$ cat config.mk
export PLATFORM = sky130hd
export DESIGN_NAME = spis_cmdbuf
export DESIGN_NICKNAME = d
export VERILOG_FILES = /design/src/rtl/spis_pkg.sv /design/src/rtl/spis_sync.sv /design/src/rtl/spis_frame.sv /design/src/rtl/spis_regs.sv /design/src/rtl/spis_cmdbuf.sv
export SDC_FILE = /design/constraint.sdc
export NUM_CORES = 1
export LEC_CHECK = 0
export BUFFER_PORTS_ARGS = -buffer_cell sky130_fd_sc_hd__buf_2
export CAP_MARGIN = 20
export CORE_ASPECT_RATIO = 0.75
export CORE_MARGIN = 2
export CORE_UTILIZATION = 30
export CTS_CLUSTER_SIZE = 25
export DETAILED_ROUTE_END_ITERATION = 8
export PLACE_DENSITY = 0.43
export SETUP_SLACK_MARGIN = 0.02
export SYNTH_ARGS = -nofsm -noshare
export SYNTH_HDL_FRONTEND = slang
export SYNTH_SLANG_ARGS = --single-unit
$ cat constraint.sdc
create_clock -name clk -period 2.9 [get_ports clk]
set_input_delay 0.145 -clock clk [delete_from_list [all_inputs] [get_ports clk]]
set_output_delay 0.145 -clock clk [all_outputs]
set_load 0.1 [all_outputs]
$ cat src/rtl/spis_pkg.sv
`timescale 1ns/1ps
package spis_pkg;
    localparam int CMD_W = 8;
    localparam logic [CMD_W-1:0] OP_WR_STA = 8'h01;
    localparam logic [CMD_W-1:0] OP_WR_BUF = 8'h02;
    localparam logic [CMD_W-1:0] OP_RD_BUF = 8'h03;
    localparam logic [CMD_W-1:0] OP_RD_STA = 8'h04;
    localparam int EV_WBUF  = 0;
    localparam int EV_RBUF  = 1;
    localparam int EV_WSTA  = 2;
    localparam int EV_RSTA  = 3;
    localparam int EV_TRANS = 4;
    localparam int EV_N     = 5;
endpackage

$ cat src/rtl/spis_sync.sv
`timescale 1ns/1ps
module spis_sync #(
    parameter int W = 1,
    parameter logic [W-1:0] INIT = '0
) (
    input  logic         clk,
    input  logic         rst_n,
    input  logic [W-1:0] d,
    output logic [W-1:0] q
);
    typedef struct packed {
        logic [W-1:0] s1;
        logic [W-1:0] s2;
    } sy_t;
    sy_t sy_q, sy_d;

    always_comb begin
        sy_d.s1 = d;
        sy_d.s2 = sy_q.s1;
    end

    always_ff @(posedge clk or negedge rst_n) begin
        if (!rst_n) sy_q <= '{s1: INIT, s2: INIT};
        else        sy_q <= sy_d;
    end

    assign q = sy_q.s2;
endmodule

$ cat src/rtl/spis_frame.sv
`timescale 1ns/1ps
module spis_frame import spis_pkg::*; #(
    parameter int BUF_BITS = 256,
    parameter int STA_W    = 8,
    parameter int ADDR_W   = 8
) (
    input  logic                clk,
    input  logic                rst_n,
    input  logic                sclk_s,
    input  logic                cs_n_s,
    input  logic                mosi_s,
    input  logic                edge_rise,
    input  logic [BUF_BITS-1:0] tx_flat,
    input  logic [STA_W-1:0]    status,
    output logic                miso,
    output logic                rx_commit,
    output logic [BUF_BITS-1:0] rx_data,
    output logic                sta_commit,
    output logic [STA_W-1:0]    sta_data,
    output logic [EV_N-1:0]     done_evt
);
    localparam int HDR   = CMD_W + ADDR_W;
    localparam int FULL  = HDR + BUF_BITS;
    localparam int CNT_W = $clog2(FULL + 1);
    localparam int IDX_W = $clog2(BUF_BITS);
    localparam int SW    = $clog2(STA_W);

    typedef struct packed {
        logic                sclk_prev;
        logic [CNT_W-1:0]    cnt;
        logic [CMD_W-1:0]    cmd;
        logic [BUF_BITS-2:0] stage;
        logic                miso;
    } fr_t;
    fr_t f_q, f_d;

    logic             samp, shft, any_done;
    logic [CNT_W-1:0] pay_idx;
    logic [IDX_W-1:0] tx_idx;
    logic [SW-1:0]    sidx;

    always_comb begin
        samp = edge_rise ? (sclk_s & ~f_q.sclk_prev) : (~sclk_s & f_q.sclk_prev);
        shft = edge_rise ? (~sclk_s & f_q.sclk_prev) : (sclk_s & ~f_q.sclk_prev);
        pay_idx = f_q.cnt - CNT_W'(HDR);
        // bytes leave lowest lane first, bits MSB first within each byte
        tx_idx = {pay_idx[IDX_W-1:3], ~pay_idx[2:0]};
        sidx   = ~pay_idx[SW-1:0];

        f_d = f_q;
        f_d.sclk_prev = sclk_s;
        done_evt   = '0;
        rx_commit  = 1'b0;
        sta_commit = 1'b0;
        any_done   = 1'b0;
        rx_data  = {f_q.stage, mosi_s};
        sta_data = {f_q.stage[STA_W-2:0], mosi_s};

        if (cs_n_s) begin
            f_d.cnt  = '0;
            f_d.cmd  = '0;
            f_d.miso = 1'b0;
        end else begin
            if (samp) begin
                if (f_q.cnt != CNT_W'(FULL)) f_d.cnt = f_q.cnt + 1'b1;
                if (f_q.cnt < CNT_W'(CMD_W)) f_d.cmd = {f_q.cmd[CMD_W-2:0], mosi_s};
                f_d.stage = {f_q.stage[BUF_BITS-3:0], mosi_s};
                if (f_q.cnt == CNT_W'(FULL - 1)) begin
                    if (f_q.cmd == OP_WR_BUF) begin
                        rx_commit = 1'b1;
                        done_evt[EV_WBUF] = 1'b1;
                        any_done = 1'b1;
                    end
                    if (f_q.cmd == OP_RD_BUF) begin
                        done_evt[EV_RBUF] = 1'b1;
                        any_done = 1'b1;
                    end
                end
                if (f_q.cnt == CNT_W'(HDR + STA_W - 1)) begin
                    if (f_q.cmd == OP_WR_STA) begin
                        sta_commit = 1'b1;
                        done_evt[EV_WSTA] = 1'b1;
                        any_done = 1'b1;
                    end
                    if (f_q.cmd == OP_RD_STA) begin
                        done_evt[EV_RSTA] = 1'b1;
                        any_done = 1'b1;
                    end
                end
                done_evt[EV_TRANS] = any_done;
            end
            if (shft) begin
                f_d.miso = 1'b0;
                if (f_q.cnt >= CNT_W'(HDR)) begin
                    if (f_q.cmd == OP_RD_BUF && pay_idx < CNT_W'(BUF_BITS))
                        f_d.miso = tx_flat[tx_idx];
                    if (f_q.cmd == OP_RD_STA && pay_idx < CNT_W'(STA_W))
                        f_d.miso = status[sidx];
                end
            end
        end
    end

    always_ff @(posedge clk or negedge rst_n) begin
        if (!rst_n) f_q <= '0;
        else        f_q <= f_d;
    end

    assign miso = f_q.miso;


    cs_abandon_chk: assert property (@(posedge clk) disable iff (!rst_n)
        cs_n_s |=> (f_q.cnt == '0));


    hdr_quiet_chk: assert property (@(posedge clk) disable iff (!rst_n)
        (f_q.cnt < CNT_W'(HDR)) |-> !f_q.miso);


    unknown_quiet_chk: assert property (@(posedge clk) disable iff (!rst_n)
        ((f_q.cnt >= CNT_W'(HDR)) && f_q.cmd != OP_RD_BUF && f_q.cmd != OP_RD_STA) |-> !f_q.miso);
endmodule

$ cat src/rtl/spis_regs.sv
`timescale 1ns/1ps
module spis_regs import spis_pkg::*; #(
    parameter int BUF_WORDS = 8,
    parameter int WORD_W    = 32,
    parameter int STA_W     = 8,
    parameter int REG_AW    = 5,
    localparam int BUF_BITS = BUF_WORDS * WORD_W
) (
    input  logic                clk,
    input  logic                rst_n,
    input  logic                host_we,
    input  logic [REG_AW-1:0]   host_addr,
    input  logic [WORD_W-1:0]   host_wdata,
    output logic [WORD_W-1:0]   host_rdata,
    input  logic                rx_commit,
    input  logic [BUF_BITS-1:0] rx_data,
    input  logic                sta_commit,
    input  logic [STA_W-1:0]    sta_data,
    input  logic [EV_N-1:0]     done_evt,
    output logic [BUF_BITS-1:0] tx_flat,
    output logic [STA_W-1:0]    status,
    output logic                edge_rise,
    output logic                irq
);
    localparam int STA_REG  = 2 * BUF_WORDS;
    localparam int FLG_REG  = STA_REG + 1;
    localparam int CTL_REG  = STA_REG + 2;
    localparam int EDGE_BIT = 8;

    typedef struct packed {
        logic [BUF_WORDS-1:0][WORD_W-1:0] rx;
        logic [BUF_WORDS-1:0][WORD_W-1:0] tx;
        logic [STA_W-1:0]                 sta;
        logic [EV_N-1:0]                  flg;
        logic [EV_N-1:0]                  en;
        logic                             erise;
    } rg_t;
    rg_t r_q, r_d;
    logic [EV_N-1:0] clr;

    always_comb begin
        r_d = r_q;
        clr = '0;
        if (host_we) begin
            for (int i = 0; i < BUF_WORDS; i++)
                if (host_addr == REG_AW'(BUF_WORDS + i)) r_d.tx[i] = host_wdata;
            if (host_addr == REG_AW'(STA_REG)) r_d.sta = host_wdata[STA_W-1:0];
            if (host_addr == REG_AW'(FLG_REG)) clr = host_wdata[EV_N-1:0];
            if (host_addr == REG_AW'(CTL_REG)) begin
                r_d.en    = host_wdata[EV_N-1:0];
                r_d.erise = host_wdata[EDGE_BIT];
            end
        end
        r_d.flg = (r_q.flg & ~clr) | done_evt;
        if (rx_commit)
            for (int i = 0; i < BUF_WORDS; i++)
                r_d.rx[i] = rx_data[BUF_BITS-1-i*WORD_W -: WORD_W];
        if (sta_commit) r_d.sta = sta_data;

        host_rdata = '0;
        for (int i = 0; i < BUF_WORDS; i++) begin
            if (host_addr == REG_AW'(i))             host_rdata = r_q.rx[i];
            if (host_addr == REG_AW'(BUF_WORDS + i)) host_rdata = r_q.tx[i];
        end
        if (host_addr == REG_AW'(STA_REG)) host_rdata[STA_W-1:0] = r_q.sta;
        if (host_addr == REG_AW'(FLG_REG)) host_rdata[EV_N-1:0]  = r_q.flg;
        if (host_addr == REG_AW'(CTL_REG)) begin
            host_rdata[EV_N-1:0]   = r_q.en;
            host_rdata[EDGE_BIT]   = r_q.erise;
        end
    end

    always_ff @(posedge clk or negedge rst_n) begin
        if (!rst_n) r_q <= '0;
        else        r_q <= r_d;
    end

    assign tx_flat   = r_q.tx;
    assign status    = r_q.sta;
    assign edge_rise = r_q.erise;
    assign irq       = |(r_q.flg & r_q.en);


    flag_clear_chk: assert property (@(posedge clk) disable iff (!rst_n)
        (host_we && host_addr == REG_AW'(FLG_REG) && done_evt == '0)
        |=> ((r_q.flg & $past(host_wdata[EV_N-1:0])) == '0));


    trans_flag_chk: assert property (@(posedge clk) disable iff (!rst_n)
        done_evt[EV_TRANS] |=> r_q.flg[EV_TRANS]);


    irq_mask_chk: assert property (@(posedge clk) disable iff (!rst_n)
        (r_q.en == '0) |-> !irq);
endmodule

$ cat src/rtl/spis_cmdbuf.sv
`timescale 1ns/1ps
module spis_cmdbuf import spis_pkg::*; #(
    parameter int BUF_WORDS = 8,
    parameter int WORD_W    = 32,
    parameter int STA_W     = 8,
    parameter int ADDR_W    = 8,
    localparam int BUF_BITS = BUF_WORDS * WORD_W,
    localparam int REG_AW   = $clog2(2 * BUF_WORDS + 3)
) (
    input  logic              clk,
    input  logic              rst_n,
    input  logic              sclk,
    input  logic              cs_n,
    input  logic              mosi,
    output logic              miso,
    input  logic              host_we,
    input  logic [REG_AW-1:0] host_addr,
    input  logic [WORD_W-1:0] host_wdata,
    output logic [WORD_W-1:0] host_rdata,
    output logic              irq
);
    logic [2:0]          pins_s;
    logic                rx_commit, sta_commit, edge_rise;
    logic [BUF_BITS-1:0] rx_data, tx_flat;
    logic [STA_W-1:0]    sta_data, status;
    logic [EV_N-1:0]     done_evt;

    spis_sync #(.W(3), .INIT(3'b010)) u_sync (
        .clk(clk), .rst_n(rst_n), .d({sclk, cs_n, mosi}), .q(pins_s)
    );

    spis_frame #(.BUF_BITS(BUF_BITS), .STA_W(STA_W), .ADDR_W(ADDR_W)) u_frame (
        .clk(clk), .rst_n(rst_n),
        .sclk_s(pins_s[2]), .cs_n_s(pins_s[1]), .mosi_s(pins_s[0]),
        .edge_rise(edge_rise), .tx_flat(tx_flat), .status(status),
        .miso(miso), .rx_commit(rx_commit), .rx_data(rx_data),
        .sta_commit(sta_commit), .sta_data(sta_data), .done_evt(done_evt)
    );

    spis_regs #(.BUF_WORDS(BUF_WORDS), .WORD_W(WORD_W), .STA_W(STA_W), .REG_AW(REG_AW)) u_regs (
        .clk(clk), .rst_n(rst_n),
        .host_we(host_we), .host_addr(host_addr), .host_wdata(host_wdata), .host_rdata(host_rdata),
        .rx_commit(rx_commit), .rx_data(rx_data),
        .sta_commit(sta_commit), .sta_data(sta_data), .done_evt(done_evt),
        .tx_flat(tx_flat), .status(status), .edge_rise(edge_rise), .irq(irq)
    );
endmodule

# Word-level counts from Yosys, hierarchy flattened
# Index checks and enable logic that the tools add are counted.
totals:
  register_bits: 811
  inputBits: 43
  word_cells: 152
classes:
  add_sub_neg: 2
  magnitude_cmp: 6
  eq_ne: 25
  muxes: 59
  bitwise: 10
  reduce_logical: 23
ops:
  columns: ["op", "count"]
  rows:
  - ["32-bit 2-to-1 mux", 16]
  - ["272-bit 2-to-1 mux", 1]
  - ["5-bit by 4-bit == test with 1-bit output (second input constant)", 8]
  - ["8-bit 2-to-1 mux", 5]
  - ["5-bit 2-to-1 mux", 6]
  - ["2-bit AND reduction", 13]
  - ["1-bit 2-to-1 mux", 25]
  - ["5-bit by 3-bit == test with 1-bit output (second input constant)", 4]
  - ["9-bit by 4-bit < comparator with 1-bit output (second input constant)", 2]
  - ["17-bit 2-to-1 mux", 1]
  - ["8-bit by 2-bit == test with 1-bit output (second input constant)", 2]
  - ["5-bit == test (second input constant)", 3]
  - ["2-bit nonzero test", 6]
  - ["5-bit bitwise AND", 2]
  - ["5-bit by 2-bit == test with 1-bit output (second input constant)", 2]
  - ["9-bit by 1-bit adder with 9-bit output (second input constant)", 1]
  - ["9-bit by 5-bit == test with 1-bit output (second input constant)", 1]
  - ["9-bit == test (second input constant)", 1]
  - ["9-bit by 5-bit >= comparator with 1-bit output (second input constant)", 1]
  - ["8-bit by 9-bit < comparator with 1-bit output (second input constant)", 1]
  - ["9-bit < comparator (second input constant)", 1]
  - ["9-bit 2-to-1 mux", 1]
  - ["9-bit != test (second input constant)", 1]
  - ["9-bit by 5-bit subtractor with 9-bit output (second input constant)", 1]
  - ["other kinds (15)", 20]

# Depth between registers and ports, before layout
# Gate-level depths: netlist of run 1.
depth:
  ltp_word: 20
  depth_mapped: 13
  mapped_depth_nobuf: 9

# By module
# Synthesis of run 1 repeated with hierarchy kept, for this count alone.
unflattened:
  cells_unflattened: 3398
  area_unflattened_um2: 41478.5
by_module_without_submodules:
  columns: ["module", "instances", "cells_per_inst", "area_per_inst_um2", "seq_area_each_um2"]
  rows:
  - ["spis_regs", 1, 2231, 26462.9, 13287.7]
  - ["spis_frame", 1, 1161, 14863.0, 6856.6]
  - ["spis_sync", 1, 6, 152.6, 152.6]

# Worst setup path after synthesis of run 1
# OpenSTA, ideal clock, no wires.
synth_timing:
  path_kind: "input-to-output"
  from: "in host_addr[3]"
  to: "out host_rdata[10]"
  arrival_ps: 3754
  setup_slack_ps: -999
  path_stages: 10
  path_buffers: 4
  cell_sequence: "buf_4 -> or3_1 -> clkbuf_1 -> nor2_1 -> buf_2 -> buf_2 -> a22oi_1 -> nand4_1 -> nor2_1 -> o21ai_0"
synth_between:
  elab_chain_cells: 17
synth_rtl:
  columns: ["item", "line", "text"]
  rows:
  - ["start, declared", "spis_cmdbuf.sv:17", "input logic [REG_AW-1:0] host_addr,"]
  - ["5-bit logical NOT", "spis_regs.sv:62", "if (host_addr == REG_AW'(i)) host_rdata = r_q.rx[i];"]
  - ["32-bit 2-to-1 mux", "spis_regs.sv:62", null]
  - ["32-bit 2-to-1 mux", "spis_regs.sv:63", "if (host_addr == REG_AW'(BUF_WORDS + i)) host_rdata = r_q.tx[i];"]
  - ["32-bit 2-to-1 mux", "spis_regs.sv:62", null]
  - ["32-bit 2-to-1 mux", "spis_regs.sv:63", null]
  - ["32-bit 2-to-1 mux", "spis_regs.sv:62", null]
  - ["32-bit 2-to-1 mux", "spis_regs.sv:63", null]
  - ["32-bit 2-to-1 mux", "spis_regs.sv:62", null]
  - ["32-bit 2-to-1 mux", "spis_regs.sv:63", null]
  - ["32-bit 2-to-1 mux", "spis_regs.sv:62", null]
  - ["32-bit 2-to-1 mux", "spis_regs.sv:63", null]
  - ["32-bit 2-to-1 mux", "spis_regs.sv:62", null]
  - ["32-bit 2-to-1 mux", "spis_regs.sv:63", null]
  - ["32-bit 2-to-1 mux", "spis_regs.sv:62", null]
  - ["32-bit 2-to-1 mux", "spis_regs.sv:63", null]
  - ["32-bit 2-to-1 mux", "spis_regs.sv:62", null]
  - ["32-bit 2-to-1 mux *", "spis_regs.sv:63", null]
  - ["end, declared", "spis_cmdbuf.sv:19", "output logic [WORD_W-1:0] host_rdata,"]
# Mark *: on every way between the ends. The rest lies on a longest branch, timed or not.

# Worst setup path in the final report of run 1
layout_timing:
  from: "in host_addr[3]"
  to: "out host_rdata[5]"
layout_between:
  elab_chain_cells: 18
layout_rtl:
  columns: ["item", "line", "text"]
  rows:
  - ["5-bit logical NOT", "spis_regs.sv:62", null]
  - ["32-bit 2-to-1 mux", "spis_regs.sv:62", null]
  - ["32-bit 2-to-1 mux", "spis_regs.sv:63", null]
  - ["32-bit 2-to-1 mux", "spis_regs.sv:62", null]
  - ["32-bit 2-to-1 mux", "spis_regs.sv:63", null]
  - ["32-bit 2-to-1 mux", "spis_regs.sv:62", null]
  - ["32-bit 2-to-1 mux", "spis_regs.sv:63", null]
  - ["32-bit 2-to-1 mux", "spis_regs.sv:62", null]
  - ["[... 2 more ...]", null, null]
  - ["32-bit 2-to-1 mux", "spis_regs.sv:63", null]
  - ["32-bit 2-to-1 mux", "spis_regs.sv:62", null]
  - ["32-bit 2-to-1 mux", "spis_regs.sv:63", null]
  - ["32-bit 2-to-1 mux", "spis_regs.sv:62", null]
  - ["32-bit 2-to-1 mux", "spis_regs.sv:63", null]
  - ["32-bit 2-to-1 mux", "spis_regs.sv:62", null]
  - ["32-bit 2-to-1 mux", "spis_regs.sv:63", null]
  - ["8-bit 2-to-1 mux *", "spis_regs.sv:65", "if (host_addr == REG_AW'(STA_REG)) host_rdata[STA_W-1:0] = r_q.sta;"]
# Marks and branches as above.

==> results of run 1 <==
==> layer usage <==
layer / global-route usage / share of wire / wire [µm] / vias up
li1: - / - / - / 10500
met1: 0.310 / 0.48 / 62300 / 13200
met2: 0.308 / 0.44 / 56300 / 717
met3: 0.0322 / 0.052 / 6700 / 182
met4: 0.0565 / 0.027 / 3510 / 6
met5: 0 / 0.00039 / 50 / -
==> worst register-to-register path, cell delays in order (launching register included) <==
cell and delay, ps:
dfrtp_4 590, buf_12 240, mux4_2 550, mux2_2 310
o21ai_0 280, a2111oi_0 180, a21oi_1 150, a21oi_1 110
a31o_2 260
==> registers in the layout, summed over array words and instances, names as in the netlist, 3 cells and up <==
| name | count |
|---|---|
| u_regs.tx_flat | 256 |
| u_frame.f_q | 18 |
| u_regs.r_q | 266 |
| u_frame.rx_data | 255 |
| u_sync.sy_d | 3 |
| u_regs.status | 8 |
| u_sync.q | 3 |
==> per-stage QoR <==
step | setup WS, ps | total power [W] | util | instances | setup TNS [ps]
after CTS | 30.1 | 0.0280 | 0.364 | 4580 | 0
after global placement | 103 | 0.0164 | 0.337 | 4396 | 0
final | 72.4 | 0.0276 | 0.364 | 4588 | 0
after detailed placement | 106 | 0.0164 | 0.337 | 4396 | 0
after floorplan | -241 | 0.0148 | - | 2713 | -241
after global routing | 3.21 | 0.0287 | 0.364 | 4580 | 0
==> path summary, 6_finish.rpt <==
check                                 start                    to  depth (start not counted)
min in group clk                    host_we    u_regs.tx_flat[74]                          3
setup / recovery               host_addr[3]         host_rdata[5]                         10
hold / removal                        rst_n       u_regs.r_q[278]                          2
max in group asynchronous             rst_n  u_frame.rx_data[115]                          3
hold reg to reg              u_sync.sy_d[0]           u_sync.q[0]                          0
setup reg to reg           u_frame.f_q[264]          u_frame.miso                          8
==> final cells by class <==
cell class                      instances  area, µm²  share of cell area
Antenna cell                            8       20.0            0.000457
Clock buffer                          119       2390              0.0546
Clock inverter                         29        442              0.0101
Inverter                               10       37.5            0.000857
Multi-Input combinational cell       1702      15600               0.355
Sequential cell                       811      20300               0.463
Tap cell                             1624       2030              0.0464
Timing Repair Buffer                  285       3030              0.0692
==> power by group <==
| part | switching, W | internal [W] |
|---|---|---|
| registers | 0.000811 | 0.0121 |
| logic | 0.00182 | 0.00155 |
| clock network | 0.00482 | 0.00650 |
| total | 0.00746 | 0.0202 |
==> placed cells by master, fill, tap and decap left out, types with 13 or more instances in the layout <==
cell,count
nand2_1,114
nand2b_1,13
dlygate4sd3_1,36
o21ai_0,42
mux4_2,55
nor2_1,109
a31oi_1,14
a21oi_1,88
a221oi_1,15
mux2_2,785
o211ai_1,19
clkbuf_16,84
nor3_1,15
o221ai_1,16
nand3_1,34
clkbuf_1,19
dfrtp_1,807
buf_2,43
a221o_1,13
o22ai_1,40
a22oi_1,104
buf_12,72
buf_4,133
clkbuf_8,16
mux2i_1,45
o21ai_2,14
==> Yosys cell counts, types with 5 or more instances <==
cell type	instances
buf_2	66
nor2_1	114
clkbuf_1	86
nand3_1	34
a21oi_1	89
o221ai_1	16
nand4_1	12
nor2b_1	12
or3_1	7
mux4_2	55
nand2b_1	13
ha_1	5
o2bb2ai_1	9
a31oi_1	17
mux2_2	785
mux2i_1	45
a211oi_1	9
dfrtp_1	809
a221oi_1	17
o21ai_0	57
and3_1	5
buf_4	6
a22oi_1	104
buf_1	31
o211ai_1	19
o22ai_1	44
inv_1	8
nand3b_1	5
nor3b_1	9
nand2_1	114
a221o_1	13
xnor2_1	6
nor3_1	19
o2111ai_1	6
==> logic make-up after synthesis <==
family | count (synthesis) | synth area share
XOR/XNOR | 8 | 0.00192
AO/OA/AOI/OAI | 431 | 0.0801
flip-flops | 811 | 0.556
AND/OR/NAND/NOR | 373 | 0.0480
adder cells (fa/ha/maj) | 5 | 0.00171
multiplexers | 885 | 0.288
buffers and inverters | 200 | 0.0237
==> repair_timing <==
action	CTS	global route
pin swaps	2	1
hold buffers	36	0
gates resized for setup	7	6
setup endpoints to repair	5	7
endpoints found under the hold margin	264	0
==> results.txt, run 1 <==
Status: finished, final reports clean
GRT Util Overall: 0.207
Chip Height: 306 µm
CP max FO: 10
CP Data Required Time: 2760 ps
Global route overflow: 0
Post CTS Setup Buffer Count: 0
Final WL: 129 mm
Worst slew margin: 0.325
H-tree levels: 3
Critical path's top delay family: simple AND/OR/NAND/NOR gates
Root Buffer: clkbuf_16
Crit-path slowest cell: or3_1
EDFF count, synth: 0
Fill count: 11700
Final setup viols: 0
Worst slew pin tran: 1010 ps
Vias per inst: 5.36
Maximum root-to-sink buffer count: 3
Critical path class: in -> out
Critical Path Max Stage Delay: 500 ps
Residual DRC: 0
Num ports: 77
Avg Inst Size Synth: 13.5 µm²
Core Rows: 110
Pleak: 20.3 nW
Routed Antenna Nets: 0
Crit-path most repeated cell: or3_1
Area share of the largest cell type after synthesis: 0.555
Mapped cell area: 36500 µm²
Register area share after synthesis: 0.556
Worst-path clk slew: 70 ps
FFs w/ async S/R, synth: 1.00
Initial Util: 0.303
Vias in the first global route: 25300
PwrDens: 631 nW/µm²
Die X: 407 µm
Pre-antenna DRT Iters: 5
GP Congestion: 0.929
Fin area: 43800 µm²
Endpoint type of the worst setup path: output port
Yosys reg bits: 811
Placeable Area: 120000 µm²
Final period util: 0.975
Area Growth Syn to Fin: 20.0%
RSZ-0062 raised after global routing: true
Peak VDD IR: 0.425 mV
Crit path DAT: 2680 ps
IO buf count: 76
Worst hold path type: in -> async
Placed cell areas: 40500 µm²
Final min period: 2830 ps
Starting DRT DRC Count: 2108
Syn_nets: 2761
Max-Cap Viols: 0
Post-DR wirelength/cell: 28.1 µm
Max Fclk: 354 MHz
Final hold slack: 76.9 ps
Hold Fails Final Rpt: 0
Worst path buffer plus inverter count: 3
DP HPWL: 93.9 mm
Global-route wire length before repair: 187 mm
Cell taking the most area after synthesis: dfrtp_1
Initial antenna violation count: 5
Full die area: 124000 µm²
Most used flip-flop cell after synthesis: dfrtp_1
TritonCTS clock tree: yes
R2R Setup Slk: 120 ps
Layout cells sized above 1: 0.431
Routed vias: 24600
Layout Nets: 2941
Pin count of the biggest net entering global routing: 98
Final Skew: 38.6 ps
Worst skew pair latency: 690 ps
Cell Chain, Critical Path: buf_2, or3_1, nor2_2, a22oi_1, a31oi_1, nor4_4, buf_4, or3_1, a21oi_2, buf_12
Synth warn: 0
CTS sink cnt: 811
Netlist cell types: 70
CTS Buf Count: 83
Synth area leaders: dfrtp_1, mux2_2, mux4_2
Cell count after synthesis: 2713
Final count of pins violating max slew: 0
CP Launch Type: input pin
Note: power is estimated with default switching activity, not from simulation.
==> run 2, diff against run 1 <==
--- a/config.mk
+++ b/config.mk
@@ -9,10 +9,10 @@
 export CAP_MARGIN = 20
 export CORE_ASPECT_RATIO = 0.75
 export CORE_MARGIN = 2
-export CORE_UTILIZATION = 30
+export CORE_UTILIZATION = 50
 export CTS_CLUSTER_SIZE = 25
 export DETAILED_ROUTE_END_ITERATION = 8
-export PLACE_DENSITY = 0.43
+export PLACE_DENSITY = 0.65
 export SETUP_SLACK_MARGIN = 0.02
 export SYNTH_ARGS = -nofsm -noshare
 export SYNTH_HDL_FRONTEND = slang
==> results.txt, run 2 (synthesized netlist as in run 1, its figures left out) <==
Worst slew pin tran: 1070 ps (+62.6 ps)
Initial antenna violation count: 1 (-4)
Pleak: 20.1 nW (-0.72%)
Max reg flops: 266 (unchanged)
Global route overflow: 0 (unchanged)
Vias per inst: 6.38 (+19%)
Max Fclk: 343 MHz (-3.0%)
Placed cell areas: 39500 µm² (-2.6%)
Hold Fails Final Rpt: 0 (unchanged)
Post-DR wirelength/cell: 29.6 µm (+5.2%)
Core Rows: 85 (-23%)
IO buf count: 76 (unchanged)
CP Launch Type: flop
Most common cell after layout, fill and taps aside: dfrtp_1
PwrDens: 641 nW/µm² (+1.6%)
Fin area: 42700 µm² (-2.6%)
TritonCTS clock tree: yes
Pin count of the biggest net entering global routing: 131 (+34%)
Routed Antenna Nets: 0 (unchanged)
Largest Register: u_regs.r_q
Initial Util: 0.507 (+0.203)
Failing checks: setup timing
Final min period: 2910 ps (+86.9 ps)
Starting DRT DRC Count: 2584 (+23%)
Final setup viols: 1 (+1)
Num ports: 77 (unchanged)
Global-route wire length before repair: 172 mm (-8.3%)
Worst-path clk slew: 70 ps (about the same)
Area Growth Syn to Fin: 17.0%
Routed vias: 24900 (+1.1%)
CTS sink cnt: 811 (unchanged)
DP HPWL: 82.0 mm (-13%)
Placeable Area: 72000 µm² (-40%)
Final period util: 1.01 (+0.0300)
Critical path class: reg -> out
Final WL: 115 mm (-11%)
Pre-antenna DRT Iters: 6 (+1)
Layout Nets: 2922 (-0.65%)
Worst slew margin: 0.272 (-0.0531)
GRT Util Overall: 0.311 (+0.104)
CP max FO: 2 (-8)
CTS Buf Count: 80 (-3.6%)
Finished Core Util: 0.593 (+0.229)
Final count of pins violating max slew: 0 (unchanged)
Peak VDD IR: 0.441 mV (+3.6%)
Die X: 316 µm (-22%)
Worst hold path type: in -> reg
H-tree levels: 3 (unchanged)
CP Data Required Time: 2760 ps (about the same)
Crit path DAT: 2770 ps (+90 ps)
Most frequent cells in the layout: dfrtp_1, mux2_2, buf_4, nand2_1, nor2_1
Vias in the first global route: 25300 (-0.020%)
Full die area: 75200 µm² (-40%)
Layout cells sized above 1: 0.429 (-0.00275)
Worst skew pair latency: 670 ps (-20 ps)
Residual DRC: 0 (unchanged)
Post-place setup slack: 111 ps (+5.23 ps)
Maximum root-to-sink buffer count: 3 (unchanged)
Max-Cap Viols: 0 (unchanged)
Setup WS post-layout: -14.5 ps (-86.9 ps)
Status: finished, violations left
Endpoint type of the worst setup path: output port
Chip Height: 238 µm (-22%)
Final Skew: 25.2 ps (-13.4 ps)
RSZ-0062 raised after global routing: false
Ant diodes: 0 (-8)
Root Buffer: clkbuf_16
GP Congestion: 0.971 (+4.5%)
-- run 2: per-stage QoR --
stage | instances | TNS (ps) | hold WS, ps | power [W]
floorplan | 2713 | -241 | -151 | 0.0148
global placement | 3712 | 0 | 75.1 | 0.0162
detailed placement | 3712 | 0 | 83.2 | 0.0163
CTS | 3896 | 0 | 8.58 | 0.0274
global route | 3897 | 0 | 7.38 | 0.0282
finish | 3897 | -14.5 | 16.0 | 0.0274
-- run 2: worst paths after layout --
kind                                        from  slack [ps]  cells past startpoint                    to
min in group asynchronous                  rst_n         530                      3  u_frame.rx_data[225]
worst min register to register    u_sync.sy_d[0]         350                      0           u_sync.q[0]
max in group asynchronous                  rst_n        1280                      4      u_frame.f_q[265]
worst min-delay path               host_wdata[8]          20                      2   u_regs.tx_flat[232]
worst max register to register  u_frame.f_q[265]         150                      8          u_frame.miso
worst max-delay path             u_regs.r_q[485]         -10                      3        host_rdata[18]
-- run 2: where the power goes --
| part | switching, W | total, W | internal, W |
|---|---|---|---|
| clock | 0.00473 | 0.0111 | 0.00639 |
| combinational | 0.00175 | 0.00327 | 0.00152 |
| sequential | 0.000839 | 0.0130 | 0.0121 |
| total | 0.00731 | 0.0274 | 0.0200 |
-- run 2: critical path: stages, from the launching register on --
cell and delay (ps):
dfrtp_1 550, o311ai_1 960, o22ai_2 320, buf_12 260
-- run 2: layout make-up --
cell class	count	area, µm²
clock buffer	112	2280
clock inverter	36	524
fill	5666	29300
inverter	10	37.5
multi-input combinational	1702	15500
sequential	811	20300
tap	957	1200
timing repair buffer	269	2820
-- run 2: per-layer routing --
metal  up-vias  GRT usage  wire, µm
met5         -          0         0
met4         0      0.111      4530
met3       247     0.0633      9030
met2      1093      0.462     50800
met1     13100      0.455     50800
li1      10500          -         -
-- run 2: what timing repair did --
| item | 4_1_cts | 5_1_grt |
|---|---|---|
| hold endpoints to repair | 557 | 0 |
| setup endpoints to repair | 2 | 4 |
| buffers inserted | 0 | 1 |
| gates cloned | 0 | 0 |
| pin swaps | 0 | 2 |
| resized for setup | 4 | 4 |
| hold buffers | 36 | 0 |
==> run 3, diff against run 2 <==
--- a/config.mk
+++ b/config.mk
@@ -12,7 +12,7 @@
 export CORE_UTILIZATION = 50
 export CTS_CLUSTER_SIZE = 25
 export DETAILED_ROUTE_END_ITERATION = 8
-export PLACE_DENSITY = 0.65
+export PLACE_DENSITY = 0.7
 export SETUP_SLACK_MARGIN = 0.02
 export SYNTH_ARGS = -nofsm -noshare
 export SYNTH_HDL_FRONTEND = slang
==> results.txt, run 3 (synthesized netlist as in run 1, its figures left out) <==
Full die area: 75200 µm² (unchanged)
Peak VDD IR: 0.500 mV (+13%)
Met1 Use GR: 0.461 (+0.00563)
Core Rows: 85 (unchanged)
Pre-antenna DRT Iters: 5 (-1)
Post-DR wirelength/cell: 30.1 µm (+2.0%)
Vias per inst: 6.49 (+1.8%)
CTS Buf Count: 80 (unchanged)
CP Data Required Time: 2760 ps (about the same)
Met3 Use GR: 0.0699 (+0.00661)
Setup tns final: 0 ps (+14.5 ps)
CP max FO: 18 (+16)
Worst skew pair latency: 660 ps (about the same)
Endpoint type of the worst setup path: output port
CTS sink cnt: 811 (unchanged)
GRT Util Overall: 0.317 (+0.00585)
Layout Nets: 2940 (+0.62%)
Crit path DAT: 2720 ps (-50 ps)
Final Skew: 42.5 ps (+17.3 ps)
Most common cell after layout, fill and taps aside: dfrtp_1
Maximum root-to-sink buffer count: 3 (unchanged)
Layer with the highest usage: met2
DP HPWL: 84.7 mm (+3.2%)
Starting DRT DRC Count: 2564 (-0.77%)
Routed vias: 25400 (+2.0%)
Max Fclk: 349 MHz (+1.8%)
TritonCTS clock tree: yes
PwrDens: 627 nW/µm² (-2.1%)
RSZ-0062 raised after global routing: false
Die X: 316 µm (unchanged)
Initial antenna violation count: 6 (+5)
Chip Height: 238 µm (unchanged)
Vias in the first global route: 25700 (+1.6%)
Critical path class: in -> out
Global Route met2 Usage: 0.462 (about the same)
Worst hold path type: in -> reg
Max reg flops: 266 (unchanged)
Layout cells sized above 1: 0.432 (+0.00325)
Initial Util: 0.507 (unchanged)
Residual DRC: 0 (unchanged)
Pleak: 20.1 nW (+0.20%)
H-tree levels: 3 (unchanged)
CP Launch Type: input pin
Area Growth Syn to Fin: 16.9%
Final setup viols: 0 (-1)
Placeable Area: 72000 µm² (unchanged)
Root Buffer: clkbuf_16
Largest Register: u_regs.r_q
Final WL: 118 mm (+2.2%)
Max-Cap Viols: 0 (unchanged)
Num ports: 77 (unchanged)
Routed Antenna Nets: 0 (unchanged)
Worst slew pin tran: 816 ps (-259 ps)
IO buf count: 76 (unchanged)
Most frequent cells in the layout: dfrtp_1, mux2_2, buf_4, nand2_1, nor2_1
Final min period: 2860 ps (-51.3 ps)
Final hold slack: 21.7 ps (+5.68 ps)
Final count of pins violating max slew: 0 (unchanged)
Global route overflow: 0 (unchanged)
Worst slew margin: 0.456 (+0.184)
Hold Fails Final Rpt: 0 (unchanged)
Status: finished, final reports clean
Global-route wire length before repair: 175 mm (+1.7%)
Ant diodes: 0 (unchanged)
Pin count of the biggest net entering global routing: 117 (-11%)
GP Congestion: 0.941 (-3.1%)
Final period util: 0.987 (-0.0177)
Worst-path clk slew: 60 ps (about the same)
==> run 3: changes by cell type in the layout (fill, tap and decap cells not counted), moves of 2 or more <==
cell,change
nor3_2,-2
buf_12,+3
clkinvlp_4,-4
dlygate4sd3_1,-7
clkinv_4,-2
buf_4,+21
nor3_1,+2
inv_16,-2
bufinv_16,-4
==> run 3: timing repair <==
action                                 CTS  global route
pin swaps                                0             1
resized for setup                        5             2
setup endpoints to repair                4             2
endpoints found under the hold margin  290             0
hold buffers                            29             0
cloned                                   0             0
buffers inserted                         0             0
==> run 3: final cells by class <==
type                       count  area (µm²)
clock buffer                 114        2300
clock inverter                24         309
fill                        5588       29300
inverter                      10        37.5
multi-input combinational   1702       15500
sequential                   811       20300
tap                          957        1200
timing repair buffer         287        2980
==> run 3: metrics by stage <==
stage	area [µm²]	worst slack, ps	util	total power (W)	cells
final	42700	36.8	0.592	0.0268	3905
after global routing	42700	30.8	0.592	0.0276	3905
after CTS	42600	39.7	0.592	0.0268	3905
after detailed placement	39700	56.0	0.552	0.0163	3738
after global placement	39700	24.7	0.551	0.0163	3737
after floorplan	36600	-241	-	0.0148	2713
==> run 3: final timing paths <==
path,startpoint,to,slack (ps),depth (start not counted)
worst max-delay path,host_addr[3],host_rdata[24],40,9
max in group asynchronous,rst_n,u_regs.r_q[467],1760,3
worst min-delay path,host_wdata[1],u_regs.r_q[7],20,4
min in group asynchronous,rst_n,u_frame.rx_data[195],50,2
worst max register to register,u_frame.f_q[265],u_frame.miso,150,9
worst min register to register,u_sync.sy_d[0],u_sync.q[0],370,0
==> run 3: where the power goes <==
| group | total, W | switching (W) | leakage (nW) | internal [W] |
|---|---|---|---|---|
| clock network | 0.0105 | 0.00451 | 1.28 | 0.00598 |
| logic | 0.00329 | 0.00176 | 7.92 | 0.00153 |
| registers | 0.0130 | 0.000841 | 10.9 | 0.0121 |
| total | 0.0268 | 0.00711 | 20.1 | 0.0196 |
==> run 3: routing by layer <==
metal / part of all wire / up-vias
li1: - / 10500
met2: 0.44 / 1207
met1: 0.44 / 13400
met5: 0.000042 / -
met4: 0.045 / 2
met3: 0.084 / 282
==> run 3: worst max-delay path, cell delays in order <==
cell and delay [ps]:
buf_2 180, buf_4 210, nor3b_1 560, nand2_1 130
buf_4 270, o22ai_1 460, a21oi_1 190, a221o_1 340
buf_12 180
